===== src/rtl/wu_pkg.sv =====
package wu_pkg;
  typedef enum logic [2:0] {
    ST_SHUT = 3'd0,
    ST_OSC  = 3'd1,
    ST_AFE  = 3'd2,
    ST_REF  = 3'd3,
    ST_HAND = 3'd4,
    ST_RUN  = 3'd5
  } wu_state_e;
endpackage


===== src/rtl/wu_rst_sync.sv =====
module wu_rst_sync (
  input  logic clk,
  input  logic rst_n,
  output logic rst_sync_n
);
  logic [1:0] sync_q;

  always_ff @(posedge clk or negedge rst_n) begin
    if (!rst_n) sync_q <= 2'b00;
    else        sync_q <= {sync_q[0], 1'b1};
  end

  assign rst_sync_n = sync_q[1];
endmodule


===== src/rtl/wu_delay_cnt.sv =====
module wu_delay_cnt #(
  parameter int CNT_W = 16
) (
  input  logic             clk,
  input  logic             rst_n,
  input  logic             load,
  input  logic [CNT_W-1:0] load_val,
  output logic             zero
);
  logic [CNT_W-1:0] cnt_q, cnt_d;
  logic             cnt_en;

  always_comb begin
    cnt_en = load | (cnt_q != '0);
    cnt_d  = load ? load_val : cnt_q - 1'b1;
  end

  always_ff @(posedge clk or negedge rst_n) begin
    if (!rst_n)      cnt_q <= '0;
    else if (cnt_en) cnt_q <= cnt_d;
  end

  assign zero = (cnt_q == '0);

  AST_NO_UNDERFLOW: assert property (@(posedge clk) disable iff (!rst_n)
    (zero && !load) |=> zero);
endmodule


===== src/rtl/wu_fsm.sv =====
module wu_fsm
  import wu_pkg::*;
#(
  parameter int OSC_WAIT = 16,
  parameter int FE_WAIT  = 8192,
  parameter int REF_WAIT = 57344,
  parameter int CNT_W    = 16
) (
  input  logic             clk,
  input  logic             rst_n,
  input  logic             go,
  input  logic             cnt_zero,
  input  logic             ref_ext,
  input  logic             clk_ext,
  output wu_state_e        state,
  output logic             cnt_load,
  output logic [CNT_W-1:0] cnt_val
);
  localparam logic [CNT_W-1:0] OSC_LD = CNT_W'(OSC_WAIT - 1);
  localparam logic [CNT_W-1:0] FE_LD  = CNT_W'(FE_WAIT - 1);
  localparam logic [CNT_W-1:0] REF_LD = CNT_W'(REF_WAIT - 1);

  wu_state_e state_q, state_d;

  always_comb begin
    state_d  = state_q;
    cnt_load = 1'b0;
    cnt_val  = OSC_LD;
    if (!go) begin
      state_d = ST_SHUT;
    end else begin
      unique case (state_q)
        ST_SHUT: begin
          state_d  = ST_OSC;
          cnt_load = 1'b1;
          cnt_val  = OSC_LD;
        end
        ST_OSC: if (cnt_zero) begin
          state_d  = ST_AFE;
          cnt_load = 1'b1;
          cnt_val  = FE_LD;
        end
        ST_AFE: if (cnt_zero) begin
          if (!ref_ext) begin
            state_d  = ST_REF;
            cnt_load = 1'b1;
            cnt_val  = REF_LD;
          end else begin
            state_d  = clk_ext ? ST_HAND : ST_RUN;
          end
        end
        ST_REF:  if (cnt_zero) state_d = clk_ext ? ST_HAND : ST_RUN;
        ST_HAND: state_d = ST_RUN;
        ST_RUN:  state_d = ST_RUN;
        default: state_d = ST_SHUT;
      endcase
    end
  end

  always_ff @(posedge clk or negedge rst_n) begin
    if (!rst_n) state_q <= ST_SHUT;
    else        state_q <= state_d;
  end

  assign state = state_q;

  AST_SHUT_ON_DROP: assert property (@(posedge clk) disable iff (!rst_n)
    !go |=> (state_q == ST_SHUT));
  AST_START_AT_OSC: assert property (@(posedge clk) disable iff (!rst_n)
    ((state_q != ST_SHUT) && ($past(state_q) == ST_SHUT)) |-> (state_q == ST_OSC));
endmodule


===== src/rtl/wu_cfg_hold.sv =====
module wu_cfg_hold (
  input  logic clk,
  input  logic rst_n,
  input  logic capture,
  input  logic ref_ext_i,
  input  logic clk_ext_i,
  output logic ref_ext_o,
  output logic clk_ext_o
);
  always_ff @(posedge clk or negedge rst_n) begin
    if (!rst_n) begin
      ref_ext_o <= 1'b0;
      clk_ext_o <= 1'b0;
    end else if (capture) begin
      ref_ext_o <= ref_ext_i;
      clk_ext_o <= clk_ext_i;
    end
  end
endmodule


===== src/rtl/warmup_sequencer.sv =====
module warmup_sequencer
  import wu_pkg::*;
#(
  parameter int OSC_WAIT = 16,
  parameter int FE_WAIT  = 8192,
  parameter int REF_WAIT = 57344
) (
  input  logic clk_osc,
  input  logic rst_n,
  input  logic supply_ok,
  input  logic run_req,
  input  logic ref_ext_sel,
  input  logic clk_ext_sel,
  output logic osc_en,
  output logic afe_en,
  output logic ref_en,
  output logic clk_switch,
  output logic mod_en,
  output logic active
);
  localparam int MAX_A = (OSC_WAIT > FE_WAIT) ? OSC_WAIT : FE_WAIT;
  localparam int MAX_W = (MAX_A > REF_WAIT) ? MAX_A : REF_WAIT;
  localparam int CNT_W = $clog2(MAX_W + 1);

  logic             rst_i_n;
  logic             go;
  logic             cnt_load, cnt_zero;
  logic [CNT_W-1:0] cnt_val;
  logic             ref_ext_q, clk_ext_q;
  wu_state_e        state;
  logic             past_afe, past_ref, at_end;

  assign go = supply_ok & run_req;

  wu_rst_sync u_rst (
    .clk        (clk_osc),
    .rst_n      (rst_n),
    .rst_sync_n (rst_i_n)
  );

  wu_cfg_hold u_cfg (
    .clk       (clk_osc),
    .rst_n     (rst_i_n),
    .capture   (state == ST_SHUT),
    .ref_ext_i (ref_ext_sel),
    .clk_ext_i (clk_ext_sel),
    .ref_ext_o (ref_ext_q),
    .clk_ext_o (clk_ext_q)
  );

  wu_delay_cnt #(.CNT_W(CNT_W)) u_cnt (
    .clk      (clk_osc),
    .rst_n    (rst_i_n),
    .load     (cnt_load),
    .load_val (cnt_val),
    .zero     (cnt_zero)
  );

  wu_fsm #(
    .OSC_WAIT (OSC_WAIT),
    .FE_WAIT  (FE_WAIT),
    .REF_WAIT (REF_WAIT),
    .CNT_W    (CNT_W)
  ) u_fsm (
    .clk      (clk_osc),
    .rst_n    (rst_i_n),
    .go       (go),
    .cnt_zero (cnt_zero),
    .ref_ext  (ref_ext_q),
    .clk_ext  (clk_ext_q),
    .state    (state),
    .cnt_load (cnt_load),
    .cnt_val  (cnt_val)
  );

  always_comb begin
    at_end   = (state == ST_HAND) || (state == ST_RUN);
    past_ref = (state == ST_REF) || at_end;
    past_afe = (state == ST_AFE) || past_ref;
    osc_en     = go && (state != ST_SHUT) && !(clk_ext_q && at_end);
    afe_en     = go && past_afe;
    ref_en     = go && !ref_ext_q && past_ref;
    clk_switch = go && clk_ext_q && at_end;
    mod_en     = go && (state == ST_RUN);
    active     = mod_en;
  end

  AST_CFG_FROZEN: assert property (@(posedge clk_osc) disable iff (!rst_i_n)
    ((state != ST_SHUT) && ($past(state) != ST_SHUT)) |-> ($stable(ref_ext_q) && $stable(clk_ext_q)));
  AST_SWITCH_OSC_OFF: assert property (@(posedge clk_osc) disable iff (!rst_i_n)
    clk_switch |-> !osc_en);
  AST_REF_INT_ONLY: assert property (@(posedge clk_osc) disable iff (!rst_i_n)
    ref_en |-> !ref_ext_q);
  AST_MOD_AFTER_AFE: assert property (@(posedge clk_osc) disable iff (!rst_i_n)
    mod_en |-> (afe_en && $past(afe_en)));
endmodule


===== config.mk =====
export PLATFORM = sky130hd
export DESIGN_NAME = warmup_sequencer
export DESIGN_NICKNAME = d
export VERILOG_FILES = /design/src/rtl/wu_pkg.sv /design/src/rtl/wu_rst_sync.sv /design/src/rtl/wu_delay_cnt.sv /design/src/rtl/wu_fsm.sv /design/src/rtl/wu_cfg_hold.sv /design/src/rtl/warmup_sequencer.sv
export SDC_FILE = /design/constraint.sdc
export NUM_CORES = 1
export LEC_CHECK = 0
export BUFFER_PORTS_ARGS = -buffer_cell sky130_fd_sc_hd__buf_4
export CORE_AREA = 2 2 53 104
export DETAILED_ROUTE_END_ITERATION = 7
export DIE_AREA = 0 0 55 106
export RECOVER_POWER = 25
export SETUP_SLACK_MARGIN = 0.1
export SLEW_MARGIN = 10
export SYNTH_ARGS = -nofsm -noshare
export SYNTH_HDL_FRONTEND = slang
export SYNTH_SLANG_ARGS = --single-unit

===== constraint.sdc =====
create_clock -name clk_osc -period 1.4 [get_ports clk_osc]
set_clock_uncertainty 0.1 [all_clocks]
set_input_delay 0.14 -clock clk_osc [delete_from_list [all_inputs] [get_ports clk_osc]]
set_output_delay 0.14 -clock clk_osc [all_outputs]
set_load 0.1 [all_outputs]

# Yosys cells after proc, flatten, opt, wreduce, memory -nomap -nowiden
# Index checks and enable logic that the tools add are counted.
# totals
ff_bits,23
in_bits,6
out_inout_bits,6
word_cells,54
# classes
n_addsub,1
eq_ne,8
muxes,18
bitwise,2
n_reduce_logical,20
# ops
op,count
$mux W16,4
$pmux W16 S2,1
$logic_not A16 Y1,1
$reduce_bool A16 Y1,1
$sub A16 B1 Y16 const B,1
$mux W3,5
$pmux W3 S5,1
$mux W13,1
$logic_and A1 B1 Y1,9
$ne A3 B3 Y1 const B,3
$eq A3 B2 Y1 const B,2
$eq A3 B3 Y1 const B,2
$mux W1,5
$eq A3 B1 Y1 const B,1
$logic_not A3 Y1,1
$logic_or A1 B1 Y1,3
$pmux W1 S3,1
$reduce_and A3 Y1,1
$reduce_bool A3 Y1,1
$logic_not A1 Y1,2
$reduce_or A2 Y1,1
$and A1 B1 Y1,1
$or A1 B1 Y1,1

# Longest topological paths before layout
# Gate-level depths: netlist (run 1).
# depth
word_depth,5
mapped_depth,7
ltp_nobuf,6

# By module
# A second synthesis (run 1) with hierarchy kept.
# hier_totals
cells_unflattened,166
hier_area_um2,1498.9
# modules_own_cells
module,n_inst,cells_per_inst,area_each_um2,seq_area_each_um2
wu_delay_cnt,1,104,959.7,400.4
wu_fsm,1,40,320.3,75.1
warmup_sequencer,1,15,92.6,0.0
wu_cfg_hold,1,4,72.6,50.0
wu_rst_sync,1,3,53.8,50.0

# Worst setup path before layout (run 1)
# No wires, ideal clock.
# synth_timing
path_type,flip-flop to output port
from,register u_fsm.state_q[1] (netlist: u_fsm.state[1])
to,output port ref_en
arrival_ps,2978
t_required_ps,1160
setup_slack_ps,-1818
path_stages_with_launch,6
path_buffers,1
cell_sequence,dfrtp_1 > clkbuf_1 > inv_1 > nor2_1 > a21oi_1 > nor3_1
# synth_between
elab_chain_cells,4
word_cells_on_any_way,6
cone_classes,3 x eq/ne; 3 x reduce/logical
# synth_rtl
item,line_no,source
start: declaration,wu_fsm.sv:23,"wu_state_e state_q, state_d;"
start signal: assignment,wu_fsm.sv:62,else state_q <= state_d;
$eq A3 B3 Y1,warmup_sequencer.sv:77,at_end = (state == ST_HAND) || (state == ST_RUN);
$logic_or A1 B1 Y1,warmup_sequencer.sv:77,
$logic_or A1 B1 Y1 *,warmup_sequencer.sv:78,past_ref = (state == ST_REF) || at_end;
$logic_and A1 B1 Y1 *,warmup_sequencer.sv:82,ref_en = go && !ref_ext_q && past_ref;
end: declaration,warmup_sequencer.sv:16,"output logic ref_en,"
# Every way passes the cells marked *; elsewhere a longest branch is shown, timed or not.

# Worst setup path in the final report (run 1)
# layout_timing
from,register u_cnt.cnt_q[5]
to,register u_cnt.cnt_q[13]
# layout_between
elab_chain_cells,5
word_cells_on_any_way,12
cone_classes,1 x add/sub; 8 x mux; 1 x bitwise; 2 x reduce/logical
# layout_rtl
item,line_no,source
start: declaration,wu_delay_cnt.sv:10,"logic [CNT_W-1:0] cnt_q, cnt_d;"
start signal: assignment,wu_delay_cnt.sv:20,else if (cnt_en) cnt_q <= cnt_d;
branches (longest 5 deep; another with $sub A16 B1 Y16),n/a,
# Several ways; the timed one is not identified.
# A chain may end at the register's enable or synchronous reset.

==> results of run 1 <==
==> metal layers <==
metal / global-route usage, % / share of wire, %
met2: 31.6 / 63
met5: 0 / 0
met3: 2.11 / 1.4
met4: 10.1 / 4.7
met1: 11.9 / 31
==> kinds of logic (layout without fill, tap and decap cells) <==
| group | count (synthesis) | in the layout | share of synthesized area, % |
|---|---|---|---|
| simple gates | 49 | 50 | 25.4 |
| compound gates | 28 | 28 | 14.5 |
| flops | 23 | 23 | 42.0 |
| buf+inv | 13 | 83 | 5.20 |
| xor+xnor | 12 | 12 | 7.66 |
| mux | 4 | 4 | 3.19 |
| fa+ha+maj | 2 | 2 | 1.82 |
| other cells | 1 | 1 | 0.273 |
==> worst paths after layout <==
path / from / end / cells past startpoint
worst max-delay path: u_cnt.cnt_q[5] / u_cnt.cnt_q[13] / 6
worst min-delay path: rst_n / u_rst.sync_q[1] / 2
worst max register to register: u_cnt.cnt_q[5] / u_cnt.cnt_q[13] / 6
worst min register to register: u_rst.sync_q[1] / u_cnt.cnt_q[2] / 1
max in group asynchronous: u_rst.sync_q[1] / u_fsm.state[2] / 1
min in group clk_osc: supply_ok / u_fsm.state[1] / 3
==> through the flow <==
stage	TNS (ps)	utilization, %	cells
after floorplan	-5960	-	132
after CTS	-7610	43.6	258
after global routing	-9560	45.6	261
final	-7690	45.6	261
after detailed placement	-6940	38.2	241
after global placement	-6750	38.2	241
==> synth_stat cells (all sizes together), types with 4 or more instances <==
| cell | n | area, um^2 |
|---|---|---|
| nand2 | 5 | 18.8 |
| nor4 | 4 | 70.1 |
| o21ai | 13 | 91.3 |
| xor2 | 10 | 87.6 |
| nand3 | 4 | 30.0 |
| nand4 | 6 | 52.6 |
| buf | 5 | 41.3 |
| inv | 4 | 15.0 |
| dfrtp | 23 | 576 |
| nor2 | 8 | 30.0 |
| nor3 | 5 | 25.0 |
| a21oi | 6 | 30.0 |
| clkbuf | 4 | 15.0 |
==> power groups by stage <==
stage          sequential, mW  clock [mW]  combinational [mW]
6_report                0.921       0.413                1.47
5_1_grt                 0.934       0.460                1.59
4_1_cts                 0.920       0.431                1.38
3_5_place_dp            0.932           0                1.29
3_3_place_gp            0.924           0                1.28
2_1_floorplan           0.963           0               0.628
==> state kept, by name (all words and copies together), names as in the netlist <==
| name | count |
|---|---|
| u_fsm.state | 3 |
| u_cnt.cnt_q | 16 |
| u_rst.sync_q | 2 |
| u_cfg.ref_ext_o | 1 |
| u_cfg.clk_ext_o | 1 |
==> layout make-up <==
cell class | instances | area [um^2]
clock buffer | 3 | 41.3
clock inverter | 1 | 5.00
fill | 450 | 2770
inverter | 4 | 20.0
multi-input combinational | 97 | 911
sequential | 23 | 577
tap | 58 | 72.6
timing repair buffer | 75 | 697
==> timing repair <==
action | CTS | global route
buffers inserted | 9 | 3
pin swaps | 6 | 14
cloned | 1 | 0
endpoints found under the hold margin | 4 | 0
endpoints found under the setup margin | 27 | 27
hold buffers | 3 | 0
resized for setup | 31 | 21
==> impl_metrics.toml, run 1 <==
[yosys]
synth-seq-area-share_pct = 42.0
synthCells = 132
async_flop_share_pct = 100
synthesis.nets = 140
synth_flop_cell = "dfrtp_1"
netlist_area_um2 = 1370
synth_edf_count = 0
synth_warnings = 0
synth_area_per_cell_um2 = 10.4
ys_seq_elements = 23
synth_cell_types = 44

[routing]
routed_wl_um = 4280
drc = 0
vias = 1336
drt_iter0_drc = 12
ant_nets = 0
firstDrtPassIters = 5
vias_per_cell = 5.12
post_drt_wl_per_cell_um = 16.4

[run]
maxCapViolations = 0

[floorplanning]
design.core.area_um2 = 5090
die_y_um = 106
io_pins = 12
initial_core_util_pct = 26.9
rows = 37
dieArea_um2 = 5830
die_width_um = 55

[sta]
drv_slew = 0
slew_headroom_pct = 64.5
fin_hold_ws_ps = 79.6
min_period_ps = 1780
rsz0062_at_grt = "true"
finalHoldViolCount = 0
worst_pin_slew_ps = 533
fmax_ghz = 0.561
fin_ws_ps = -382
period_share_pct = 127
setup_viol = 27

[min_path]
worstHoldPathType = "in -> async"

[global_route]
grt_max_degree = 22
grt_first_pass_wirelength_um = 6430
antenna_found_initial = 0
grt.total_usage_pct = 15.7
overflow = 0
grt_pass1_vias = 1409

[placed_design]
preCtsSetupSlack_ps = -418
io_buffers = 11
gp_congestion = 0.751
post-dp-hpwl_um = 2950
dpl_cell_area_um2 = 1940

[cts]
cts_max_level = 1
cts-root-buf = "clkbuf_8"
cts_tree = "done"
clk_latency_ps = 270
clock-sinks = 23
cts_buffers = 3
cts_buffer_depth = 2
cts.clk_slew.worst_paths_ps = 80

[power]
p_int_mw = 1.80
sw_frac_of_total_pct = 36.0
finalPower_mw = 2.81
p_comb_share_pct = 52.4
ir_drop_mv = 0.553
seq_power_share_pct = 32.8
p_per_area_nw_per_um2 = 1210
pwr-share-clk_pct = 14.7
power_switching_mw = 1.01
p_leak_nw = 1.06

[run_status]
status = "finished with violations"
violations = "setup timing"

[critical_path]
crit_top_cell = "buf_4"
ff2ff_setup_slack_ps = -380
endpoint_kind = "flop"
worstPathCellList = "nor4_4 > buf_4 > buf_4 > nand3_1 > o31a_1 > o211a_1"
worst-setup-path-type = "reg -> reg"
cpMaxStageDelayCell = "dfrtp_1"
worstPathArrival_ps = 1840
cp.required_ps = 1460
start_kind = "flop"
cpPeakStageDelay_ps = 410
crit_buf_inv = 2
critPathMaxFanout = 4
crit_family = "compound AO/OA/AOI/OAI gates"

[cells_and_area]
area_growth_pct = 69.4
fin_area_um2 = 2320
antennaDiodeCount = 0
finalNetCount = 212
final_common_cell = "buf_4"
drive_above_1_share_pct = 60.6
mostFrequentLayoutCells = "buf_4 (51), dfrtp_1 (22), buf_6 (12)"
Note: power is estimated with default switching activity, not from simulation.
==> run 2: changes to the inputs <==
--- a/config.mk
+++ b/config.mk
@@ -6,12 +6,13 @@
 export NUM_CORES = 1
 export LEC_CHECK = 0
 export BUFFER_PORTS_ARGS = -buffer_cell sky130_fd_sc_hd__buf_4
-export CORE_AREA = 2 2 53 104
+export CORE_AREA = 2 2 55 109
 export DETAILED_ROUTE_END_ITERATION = 7
-export DIE_AREA = 0 0 55 106
+export DIE_AREA = 0 0 57 111
 export RECOVER_POWER = 25
 export SETUP_SLACK_MARGIN = 0.1
 export SLEW_MARGIN = 10
 export SYNTH_ARGS = -nofsm -noshare
 export SYNTH_HDL_FRONTEND = slang
+export SYNTH_HIERARCHICAL = 1
 export SYNTH_SLANG_ARGS = --single-unit
==> run 2 against run 1 <==
Effect of this change:
- the run still ends with setup timing left
- critical path depth increased by 5
- design area up 8.8%
- fmax shrank 23%
- core utilization decreased by 0.17 points
- largest power group unchanged
- clock power up 54%
- largest cell class unchanged
- via count grew 9.8%
- power is 22% higher
- register-to-register slack got worse by 530 ps
- first-iteration DRC count rose to 5.5 times the previous value
- critical endpoint is now u_cnt/cnt_q[15]
==> impl_metrics.toml, run 2 <==
[yosys]
yosysMostFrequentCell = "dfrtp_1"
netlist_area_um2 = 1500
synth_top_area_cell = "dfrtp_1"
synth_flop_cell = "dfrtp_1"
ys_seq_elements = 23
synthCells = 166
yosys-top-cells-area = "dfrtp_1 (38%), buf_4 (7.5%), nand2_1 (5.0%)"
synth_warnings = 6
synth_common_cells = "dfrtp_1 (23), nand2_1 (20), buf_4 (15)"
synth_cell_types = 42
synth_edf_count = 0
synth_top_area_share_pct = 38.4
async_flop_share_pct = 100
synth_area_per_cell_um2 = 9.03
synth-seq-area-share_pct = 38.4

[routing]
routed_wl_um = 4580
drc = 0
vias_per_cell = 4.96
ant_nets = 0
vias = 1467
drt_iter0_drc = 66
firstDrtPassIters = 4
post_drt_wl_per_cell_um = 15.5

[global_route]
grt_first_pass_wirelength_um = 6950
grt_pass1_vias = 1452
overflow = 0
grt_max_degree = 22
grt.total_usage_pct = 13.9
antenna_found_initial = 0

[sta]
fin_ws_ps = -911
worst_pin_slew_ps = 567
slew_headroom_pct = 62.2
fin_tns_setup_ps = -17610
fin_hold_ws_ps = 13.1
finalHoldViolCount = 0
min_period_ps = 2310
rsz0062_at_grt = "true"
period_share_pct = 165
drv_slew = 0
setup_viol = 27
fmax_ghz = 0.433

[floorplanning]
io_pins = 12
design.core.area_um2 = 5560
initial_core_util_pct = 26.9
rows = 39
dieArea_um2 = 6330
die_y_um = 111
die_width_um = 57

[critical_path]
worstPathArrival_ps = 2390
worst-setup-path-type = "reg -> reg"
worstPathCellList = "inv_2 > ha_4 > or3b_4 > nand4b_4 > nor2_8 > buf_4 > nand2_1 > nor4_2 > buf_4 > nor2_4 > a31oi_1"
worst_r2r_startpoint = "u_cnt/cnt_q[0]"
ff2ff_setup_slack_ps = -910
crit_path_start = "u_cnt/cnt_q[0]"
cpPeakStageDelay_ps = 380
crit_buf_inv = 3
crit_family = "simple AND/OR/NAND/NOR gates"
critPathMaxFanout = 2
cp.depth = 11
cp.required_ps = 1480
reg2reg_to = "u_cnt/cnt_q[15]"
crit_top_cell = "buf_4"
endpoint_kind = "flop"
reg2reg_depth = 11
start_kind = "flop"
crit_end = "u_cnt/cnt_q[15]"
cpMaxStageDelayCell = "dfrtp_1"

[placed_design]
io_buffers = 11
preCtsSetupSlack_ps = -947
placed_cells_incl_taps = 272
post-dp-hpwl_um = 2620
gp_congestion = 0.829
dpl_cell_area_um2 = 1980

[power]
p_leak_nw = 1.10
ir_drop_mv = 1.07
p_per_area_nw_per_um2 = 1350
finalPower_mw = 3.42

[cts]
cts_buffer_depth = 2
clk_latency_ps = 260
cts_tree = "done"
cts-root-buf = "clkbuf_16"
clock-sinks = 23
cts_max_level = 1
cts_buffers = 3
cts.clk_slew.worst_paths_ps = 60

[run_status]
status = "finished with violations"
violations = "setup timing"

[cells_and_area]
fin_util_pct = 45.5
antennaDiodeCount = 0
finalNetCount = 243
layout.cells.non_filler = 296
drive_above_1_share_pct = 58.7
largest_register = "u_cnt/cnt_q"
largest_reg_flops = 16
mostFrequentLayoutCells = "buf_4 (55), dfrtp_1 (21), nand2_1 (13)"
final_common_cell = "buf_4"
area_growth_pct = 68.7
fin_area_um2 = 2530

[min_path]
worstHoldPathType = "in -> reg"

[run]
maxCapViolations = 0
run 2: cell count changes after synthesis, moves of 4 or more:
cell	change
nand2_1	+15
buf_4	+11
xor2_1	-10
xnor2_1	+6
nand4_1	-4
o21ai_2	-7
run 2: logic make-up after synthesis:
group                    Yosys count  share of synthesized area [%]
AO/OA/AOI/OAI                     34                           15.6
buffers and inverters             27                           10.6
AND/OR/NAND/NOR                   64                           24.8
multiplexers                       6                           4.34
other                              3                          0.751
flip-flops                        23                           38.4
XOR/XNOR                           8                           4.67
adder cells (fa/ha/maj)            1                          0.835
run 2: power by group:
group	total (mW)	switching (mW)	internal (mW)
combinational	1.82	0.834	0.989
clock	0.634	0.244	0.389
sequential	0.964	0.120	0.844
total	3.42	1.20	2.22
run 2: how the worst min path moves through the flow:
stage / start / end / slack [ps] / cells past startpoint
floorplan: rst_n / u_rst/sync_q[0] / -260 / 0
global placement: rst_n / u_rst/sync_q[0] / -180 / 1
detailed placement: rst_n / u_rst/sync_q[0] / -180 / 1
CTS: clk_ext_sel / u_cfg/clk_ext_o / 10 / 2
global route: clk_ext_sel / u_cfg/clk_ext_o / 20 / 2
finish: clk_ext_sel / u_cfg/clk_ext_o / 10 / 2
run 2: what timing repair did:
item,in CTS,in global routing
cloned,3,1
hold endpoints to repair,2,0
hold buffers,1,0
gates resized for setup,59,23
endpoints found under the setup margin,27,27
setup buffers,6,9
pin swaps,11,15
run 2: layout make-up:
| cell class | instances | area, um^2 |
|---|---|---|
| timing repair inverter | 3 | 15.0 |
| inverter | 8 | 38.8 |
| sequential | 23 | 578 |
| clock buffer | 4 | 78.8 |
| tap | 61 | 76.3 |
| fill | 509 | 3030 |
| timing repair buffer | 78 | 727 |
| multi-input combinational | 119 | 1010 |
run 2: metal layers:
layer / share of wire, % / vias to the layer above / wire length (um) / GRT usage, %
met5: 0 / - / 0 / 0
met4: 3.9 / 0 / 179 / 6.51
met3: 2.8 / 17 / 130 / 0.700
met2: 52 / 33 / 2380 / 23.1
met1: 41 / 722 / 1890 / 18.0
li1: - / 695 / - / -
==> run 3: changes to the inputs <==
--- a/config.mk
+++ b/config.mk
@@ -6,9 +6,9 @@
 export NUM_CORES = 1
 export LEC_CHECK = 0
 export BUFFER_PORTS_ARGS = -buffer_cell sky130_fd_sc_hd__buf_4
-export CORE_AREA = 2 2 55 109
+export CORE_AREA = 2 2 91 67
 export DETAILED_ROUTE_END_ITERATION = 7
-export DIE_AREA = 0 0 57 111
+export DIE_AREA = 0 0 93 69
 export RECOVER_POWER = 25
 export SETUP_SLACK_MARGIN = 0.1
 export SLEW_MARGIN = 10
==> run 3 against run 2 <==
Effect of this change:
- the run still ends with setup timing left
- fmax increased by 4.8%
- worst setup slack improved by 110 ps
- sequential share of layout area shrank 0.36 points
- flip-flop and latch count unchanged
- combinational power is 8% lower
- critical path type unchanged
- largest power group unchanged
==> impl_metrics.toml, run 3 (synthesized netlist as in run 2, its figures left out) <==
[routing]
drt_iter0_drc = 90
routed_wl_um = 4060
ant_nets = 0
drc = 0
vias_per_cell = 4.49
vias = 1415
post_drt_wl_per_cell_um = 12.9
firstDrtPassIters = 4

[cts]
cts_buffer_depth = 2
cts.clk_slew.worst_paths_ps = 80
clock-sinks = 23
cts-root-buf = "clkbuf_8"
cts_max_level = 1
cts_buffers = 3
clk_latency_ps = 270
cts_tree = "done"

[critical_path]
worst-setup-path-type = "reg -> reg"
ff2ff_setup_slack_ps = -810
reg2reg_depth = 10
endpoint_kind = "flop"
worst_r2r_startpoint = "u_cnt/cnt_q[1]"
critPathMaxFanout = 7
start_kind = "flop"
cp.required_ps = 1460
worstPathArrival_ps = 2260
reg2reg_to = "u_cnt/cnt_q[4]"

[run_status]
violations = "setup timing"
status = "finished with violations"

[power]
p_leak_nw = 1.13
finalPower_mw = 3.06
ir_drop_mv = 0.650
p_per_area_nw_per_um2 = 1190

[sta]
setup_viol = 27
slew_headroom_pct = 64.0
period_share_pct = 158
rsz0062_at_grt = "true"
min_period_ps = 2210
worst_pin_slew_ps = 540
finalHoldViolCount = 0
drv_slew = 0
fin_tns_setup_ps = -15520
fin_hold_ws_ps = 77.5
fmax_ghz = 0.453
fin_ws_ps = -805

[global_route]
grt_first_pass_wirelength_um = 6420
antenna_found_initial = 0
grt_pass1_vias = 1384
grt.total_usage_pct = 12.3
overflow = 0
grt_max_degree = 22

[cells_and_area]
largest_register = "u_cnt/cnt_q"
finalNetCount = 248
mostFrequentLayoutCells = "buf_4 (57), dfrtp_1 (21), buf_6 (14)"
layout.cells.non_filler = 315
area_growth_pct = 71.4
final_common_cell = "buf_4"
largest_reg_flops = 16
drive_above_1_share_pct = 58.3
antennaDiodeCount = 0

[placed_design]
placed_cells_incl_taps = 288
gp_congestion = 0.810
io_buffers = 11
preCtsSetupSlack_ps = -951
post-dp-hpwl_um = 2590

[floorplanning]
design.core.area_um2 = 5530
die_width_um = 93
die_y_um = 69
initial_core_util_pct = 27.1
rows = 23
dieArea_um2 = 6420
io_pins = 12

[min_path]
worstHoldPathType = "in -> async"

[run]
maxCapViolations = 0
run 3: cell count changes in the layout (fill, tap and decap cells not counted), moves of 2 or more:
cell | before | now
a21oi_2 | 6 | 3
nand2_2 | 3 | 5
buf_6 | 8 | 14
clkinv_2 | 2 | 0
nor3_4 | 1 | 3
nor2_4 | 2 | 4
buf_8 | 4 | 2
clkbuf_8 | 0 | 3
clkbuf_16 | 3 | 0
a21oi_1 | 2 | 5
buf_4 | 55 | 57
dlygate4sd3_1 | 1 | 3
run 3: cell type report:
type                            count  area, um^2
Clock buffer                        4        45.0
Inverter                            8        38.8
Timing Repair inverter              1        5.00
Multi-Input combinational cell    119        1030
Timing Repair Buffer               85         779
Tap cell                           75        93.8
Fill cell                         521        2960
Sequential cell                    23         578
run 3: worst max-delay path, cell delays in order (launching register included):
cell	delay [ps]
dfrtp_1	390
inv_2	90
ha_4	130
or3b_1	350
nand4b_4	220
nor2_8	130
o211ai_4	100
o31ai_4	110
clkinv_4	120
buf_6	160
o21a_1	180
run 3: worst max path at each step:
stage | startpoint | end | slack [ps] | cells after the start
floorplan | u_cnt/cnt_q[1] | u_cnt/cnt_q[4] | -1110 | 12
global placement | u_cnt/cnt_q[1] | u_cnt/cnt_q[8] | -860 | 10
detailed placement | u_cnt/cnt_q[1] | u_cnt/cnt_q[13] | -950 | 10
CTS | u_cnt/cnt_q[1] | u_cnt/cnt_q[15] | -810 | 11
global route | u_cnt/cnt_q[1] | u_cnt/cnt_q[15] | -900 | 11
finish | u_cnt/cnt_q[1] | u_cnt/cnt_q[4] | -810 | 10
run 3: repair_timing:
action                                 CTS  global route
gates cloned                             2             0
endpoints found under the hold margin    4             0
gates resized for setup                 58            30
pin swaps                               10            13
hold buffers                             3             0
setup endpoints to repair               27            27
setup buffers                           13             6
run 3: where the power goes:
| part | switching (mW) | internal (mW) |
|---|---|---|
| clock network | 0.216 | 0.204 |
| registers | 0.111 | 0.842 |
| logic | 0.767 | 0.916 |
| total | 1.09 | 1.96 |
run 3: per-layer routing:
metal | up-vias | global-route usage (%) | routed length, um
li1 | 703 | - | -
met1 | 682 | 17.0 | 1900
met2 | 26 | 19.8 | 1980
met3 | 4 | 2.30 | 144
met4 | 0 | 2.94 | 39
met5 | - | 0 | 0
run 3: stage by stage:
stage                     utilization (%)  area, um^2
after detailed placement             36.4        2010
final                                46.5        2570
after floorplan                         -        1600
after CTS                            43.8        2420
after global routing                 46.5        2570
after global placement               36.4        2010
